File: config.mk
export PLATFORM = sky130hd
export DESIGN_NAME = hdlc_tx_msg_fifo
export DESIGN_NICKNAME = d
export VERILOG_FILES = /design/src/rtl/hdlc_tx_msg_fifo.sv
export SDC_FILE = /design/constraint.sdc
export NUM_CORES = 1
export LEC_CHECK = 0
export BUFFER_PORTS_ARGS = -buffer_cell sky130_fd_sc_hd__buf_4
export CORE_MARGIN = 2
export CORE_UTILIZATION = 60
export DETAILED_ROUTE_END_ITERATION = 8
export GPL_ROUTABILITY_DRIVEN = 1
export PLACE_DENSITY = 0.79
export SKIP_LAST_GASP = 1
export SLEW_MARGIN = 40
export SYNTH_ARGS = -nofsm -noshare
export SYNTH_HDL_FRONTEND = slang
export SYNTH_SLANG_ARGS = --single-unit
File: constraint.sdc
create_clock -name clk -period 3.5 [get_ports clk]
set_input_delay 0.7 -clock clk [delete_from_list [all_inputs] [get_ports clk]]
set_output_delay 0.7 -clock clk [all_outputs]
set_load 0.01 [all_outputs]
File: src/rtl/hdlc_tx_msg_fifo.sv
module hdlc_tx_msg_fifo #(
  parameter int DEPTH = 16
) (
  input  logic       clk,
  input  logic       rst_n,
  input  logic       wr_en,
  input  logic       wr_last,
  input  logic [7:0] wr_data,
  input  logic       rd_en,
  output logic [7:0] rd_data,
  input  logic       bit_tick,
  output logic       tx_bit,
  output logic       tx_valid,
  output logic       fifo_full,
  output logic       underrun
);
  localparam int AW = (DEPTH > 1) ? $clog2(DEPTH) : 1;
  localparam int CW = $clog2(DEPTH + 1);
  localparam logic [7:0] FLAG = 8'h7E;

  typedef enum logic [2:0] {K_FLAG, K_DATA, K_FCSL, K_FCSH, K_ABORT} kind_t;

  logic [8:0]    mem [DEPTH];
  logic [AW-1:0] wptr, rptr;
  logic [CW-1:0] count;
  logic [7:0]    msg_q, shreg;
  logic [3:0]    cnt;
  logic [2:0]    ones;
  logic          stuff_pend, last_q;
  logic [15:0]   crc, crc_next;
  kind_t         kind;

  logic empty, push, pop, consume, unit_end, stuffable;
  logic [8:0] head;

  function automatic logic [AW-1:0] inc(input logic [AW-1:0] p);
    return (p == AW'(DEPTH - 1)) ? '0 : p + 1'b1;
  endfunction

  assign empty     = (count == '0);
  assign fifo_full = (count == CW'(DEPTH));
  assign push      = wr_en & ~fifo_full;
  assign head      = mem[rptr];
  assign rd_data   = msg_q;
  assign stuffable = (kind == K_DATA) | (kind == K_FCSL) | (kind == K_FCSH);
  assign consume   = bit_tick & ~stuff_pend;
  assign unit_end  = consume & (cnt == 4'd1);
  assign pop       = unit_end & ~empty & ((kind == K_FLAG) | ((kind == K_DATA) & ~last_q));
  assign crc_next  = {1'b0, crc[15:1]} ^ ((crc[0] ^ shreg[0]) ? 16'h8408 : 16'h0000);

  always_ff @(posedge clk) begin
    if (push) mem[wptr] <= {wr_last, wr_data};
  end

  always_ff @(posedge clk or negedge rst_n) begin
    if (!rst_n) begin
      wptr     <= '0;
      rptr     <= '0;
      count    <= '0;
      msg_q    <= 8'h00;
      underrun <= 1'b0;
    end else begin
      if (push) wptr <= inc(wptr);
      if (pop)  rptr <= inc(rptr);
      case ({push, pop})
        2'b10:   count <= count + 1'b1;
        2'b01:   count <= count - 1'b1;
        default: count <= count;
      endcase
      if (rd_en)     msg_q <= head[7:0];
      else if (push) msg_q <= wr_data;
      if (unit_end && kind == K_DATA && !last_q && empty) underrun <= 1'b1;
      else if (push)                                      underrun <= 1'b0;
    end
  end

  always_ff @(posedge clk or negedge rst_n) begin
    if (!rst_n) begin
      kind       <= K_FLAG;
      shreg      <= FLAG;
      cnt        <= 4'd8;
      ones       <= 3'd0;
      stuff_pend <= 1'b0;
      last_q     <= 1'b0;
      crc        <= 16'hFFFF;
      tx_bit     <= 1'b0;
      tx_valid   <= 1'b0;
    end else begin
      tx_valid <= bit_tick;
      if (bit_tick) tx_bit <= stuff_pend ? 1'b0 : shreg[0];
      if (bit_tick && stuff_pend) begin
        stuff_pend <= 1'b0;
        ones       <= 3'd0;
      end else if (consume) begin
        if (stuffable) begin
          ones       <= shreg[0] ? ones + 3'd1 : 3'd0;
          stuff_pend <= shreg[0] && (ones == 3'd4);
        end else begin
          ones <= 3'd0;
        end
        if (kind == K_DATA) crc <= crc_next;
        shreg <= {1'b0, shreg[7:1]};
        cnt   <= cnt - 4'd1;
        if (cnt == 4'd1) begin
          cnt <= 4'd8;
          case (kind)
            K_DATA: begin
              if (last_q) begin
                kind  <= K_FCSL;
                shreg <= ~crc_next[7:0];
              end else if (!empty) begin
                shreg  <= head[7:0];
                last_q <= head[8];
              end else begin
                kind  <= K_ABORT;
                shreg <= 8'hFF;
              end
            end
            K_FCSL: begin
              kind  <= K_FCSH;
              shreg <= ~crc[15:8];
            end
            K_FCSH, K_ABORT: begin
              kind  <= K_FLAG;
              shreg <= FLAG;
            end
            default: begin
              if (!empty) begin
                kind   <= K_DATA;
                shreg  <= head[7:0];
                last_q <= head[8];
                crc    <= 16'hFFFF;
              end else begin
                shreg <= FLAG;
              end
            end
          endcase
        end
      end
    end
  end

  assert_count_bound_R3: assert property (@(posedge clk) disable iff (!rst_n)
    count <= CW'(DEPTH));
  assert_full_drop_R3: assert property (@(posedge clk) disable iff (!rst_n)
    (fifo_full && wr_en && !pop) |=> fifo_full);
  assert_zero_insert_R5: assert property (@(posedge clk) disable iff (!rst_n)
    (stuff_pend && bit_tick) |=> (tx_valid && !tx_bit));
  assert_run_limit_R5: assert property (@(posedge clk) disable iff (!rst_n)
    (ones == 3'd5) |-> stuff_pend);
  assert_abort_flag_R7: assert property (@(posedge clk) disable iff (!rst_n)
    $rose(underrun) |-> (kind == K_ABORT));
  assert_strobe_on_R1: assert property (@(posedge clk) disable iff (!rst_n)
    bit_tick |=> tx_valid);
  assert_strobe_off_R1: assert property (@(posedge clk) disable iff (!rst_n)
    !bit_tick |=> !tx_valid);
endmodule

==> summary.md <==
| Metric | Value |
|---|---|
| Result of the run | complete, no violations |
| Top Usage Layer GRT | met2 |
| Shortest period the worst path allows | 3.054 ns |
| CP endpoint kind | flip-flop |
| Syn_nets | 619 |
| Synth-to-Final Area Change | 13.09% |
| Flops & latches, synth | 204 |
| Design area | 10,110 sq um |
| Initial Util | 0.6150 |
| DP Area | 9281 sq um |
| Clk_lat worst skew | 0.52 ns |
| Number of global-route vias before repair | 5,341 |
| Maxcap violations | 0 |
| IO Port Bufs | 25 |
| Nets | 646 |
| Post-synth ARST share | 0.2941 |
| CP Max Fanout | 6 |
| Root Buffer | clkbuf_16 |
| Initial antenna violation count | 0 |
| Worst hold-check path type | primary input to asynchronous set/reset pin |
| Post-synth top flop | edfxtp_1 |
| Remaining DRCs | 0 |
| Syn. warnings | 0 |
| Most common cell after layout, fill and taps aside | edfxtp_1 |
| Tcrit/Tclk final | 0.8727 |
| Routed vias/inst | 6.318 |
| VDD IR-drop max | 0.0006829 V |
| Top Ports | 26 |
| Delay-heaviest family, CP | simple AND/OR/NAND/NOR gates |
| Most frequent cells in the layout | edfxtp_1, nand2_1, o21ai_0, dfrtp_1 |
| Largest stage delay, worst path | 0.47 ns |
| Row Count | 44 |
| Die height | 126.1 um |
| TritonCTS Buffers | 22 |
| Fin. max-slew vios | 0 |
| Met3 Usage GRT | 0.03993 |
| DIE AREA | 15,890 sq um |
| Crit Path Class | flip-flop to flip-flop |
| CP Data Arrival Time | 3.48 ns |
| ANT nets after route | 0 |
| Total power | 7.462 mW |
| Req. time, crit path | 3.92 ns |
| # setup viols final | 0 |
| Slowest-stage cell, CP | or3b_1 |
| Layout Skew | 0.02147 ns |
| Met2 GRT Util | 0.4096 |
| Util after Layout | 0.6955 |
| First-pass GRT wire length | 29.79 mm |
| Drt first pass iters | 5 |
| Sequential fraction of the synthesis area | 0.6550 |
| Max Clk Rate | 327.4 MHz |
| Worst Tran Pin Value | 0.6382 ns |
| Average size of a mapped cell | 15.12 sq um |
| Mapped Cells | 591 |
| Mapped Area | 8939 sq um |
| Met1 GRT Util | 0.3288 |
| Die W | 126.1 um |
| RSZ-0062 raised after global routing | false |
| Fin Hold WS | 0.1494 ns |
| Clock Path Buffers | 3 |
| H-tree Lvls | 1 |
| Buffers plus inverters on the worst setup path | 2 |
| Placer Congestion | 0.8662 |
| Worst-path cell chain | inv_1, ha_1, or3b_1, a2111oi_4, ha_1, inv_1, fa_1, nor2b_1, o21ai_0, and3_1, nor3_1, xnor2_1 |
| Crit path launch type | flip-flop |
| Gr ovfl total | 0 |
| Vias | 5,168 |
| CTS tree | done |
| CTS clock-pin slew for the worst setup and hold paths | 0.06 ns |
| Hold_buf cts | 0 |
| R2R Setup Slk | 0.45 ns |
| Share of cells above drive strength 1 | 0.2098 |
| GRT Overall Usage | 0.2436 |
| Setup TNS | 0 ns |
| Final hold vios | 0 |
| Clock Sinks | 204 |
| Final wirelength | 18.76 mm |
| Power per cell area | 738.2 nW/um^2 |
| Leakage power | 3.596 nW |
| Setup bufs post-CTS | 0 |
| Fill cells | 902 |
| Post-cts sizing count | 0 |
| Initial DRC Count | 547 |
| Pin count of the biggest net entering global routing | 61 |
| Post-synth EDFFs | 144 |
| Headroom to the max-slew limit | 0.5733 |
| Post-DP HPWL | 11.96 mm |
| Core Area | 14,530 sq um |
| Antenna cells | 0 |
| Synth cell types | 63 |
| Routed len/inst | 22.93 um |
## registers in the layout, indices dropped and copies added (netlist names), 3 cells and up
signal   count
rd_data      8
mem        144
crc         16
rptr         4
cnt          4
wptr         4
kind         3
ones         3
count        5
shreg        8
## worst reg2reg max path: stages (launching register included)
cell and delay, ns:
dfrtp_1 0.41, inv_1 0.12, ha_1 0.19, or3b_1 0.47, a2111oi_4 0.25, ha_1 0.31
inv_1 0.11, fa_1 0.41, nor2b_1 0.12, o21ai_0 0.10, and3_1 0.19, nor3_1 0.17
xnor2_1 0.14
## area by class of cell
type / instances / area [sq um] / area share
multi-input combinational: 337 / 2851 / 0.2821
tap: 184 / 230.2 / 0.02278
inverter: 17 / 63.81 / 0.006313
sequential: 204 / 5856 / 0.5793
clock buffer: 24 / 568.0 / 0.05620
timing repair buffer: 36 / 286.5 / 0.02835
clock inverter: 16 / 252.7 / 0.02500
## final timing paths
| kind | startpoint | to | cells after the start |
|---|---|---|---|
| max | cnt[1] | count[4] | 12 |
| min | rst_n | wptr[3] | 1 |
| max reg2reg | cnt[1] | count[4] | 12 |
| min reg2reg | crc[12] | crc[11] | 2 |
| max in group asynchronous | rst_n | rptr[1] | 1 |
| min in group clk | bit_tick | tx_valid | 1 |
## routing by layer
metal  wire length, um  share of wire  vias up
li1                  -              -     2336
met5                 0              0        -
met2              9686           0.52      174
met4               600          0.032        0
met1              7554           0.40     2612
met3               914          0.049       46
## power by group
| part | internal [mW] | switching [mW] | total, mW |
|---|---|---|---|
| clock network | 1.63 | 0.964 | 2.59 |
| logic | 0.601 | 0.863 | 1.46 |
| registers | 3.08 | 0.325 | 3.41 |
## cell usage after synthesis (all sizes together), types with 4 or more instances
cell type / instances / area share
nor3: 8 / 0.0045
dfstp: 23 / 0.068
nand3: 24 / 0.013
and3: 6 / 0.0042
xnor2: 8 / 0.0078
nand2: 63 / 0.026
mux4: 42 / 0.11
and2: 8 / 0.0056
o21ai: 50 / 0.028
o21a: 5 / 0.0042
ha: 13 / 0.018
clkbuf: 21 / 0.0088
and4: 4 / 0.0039
a21oi: 7 / 0.0039
o32a: 6 / 0.0067
nor2: 18 / 0.0076
inv: 17 / 0.0071
buf: 12 / 0.010
nor2b: 6 / 0.0042
mux2i: 15 / 0.017
o41a: 5 / 0.0063
edfxtp: 144 / 0.48
dfrtp: 37 / 0.10
## cell families after synthesis
group                      share of synthesized area
xor gates and xnor gates                    0.009799
buffers and inverters                        0.02632
and+or+nand+nor                              0.08063
adders and majority gates                    0.02044
AOI/OAI and AO/OA                            0.07937
muxes                                         0.1285
DFF                                           0.6550
## through the flow
stage | cells | setup WS [ns]
after CTS | 818 | 0.4373
after global routing | 818 | 0.1581
final | 818 | 0.4456
after floorplan | 591 | 0.5780
after global placement | 778 | 0.6063
after detailed placement | 778 | 0.4502
Power figures use the tool's default switching activity.
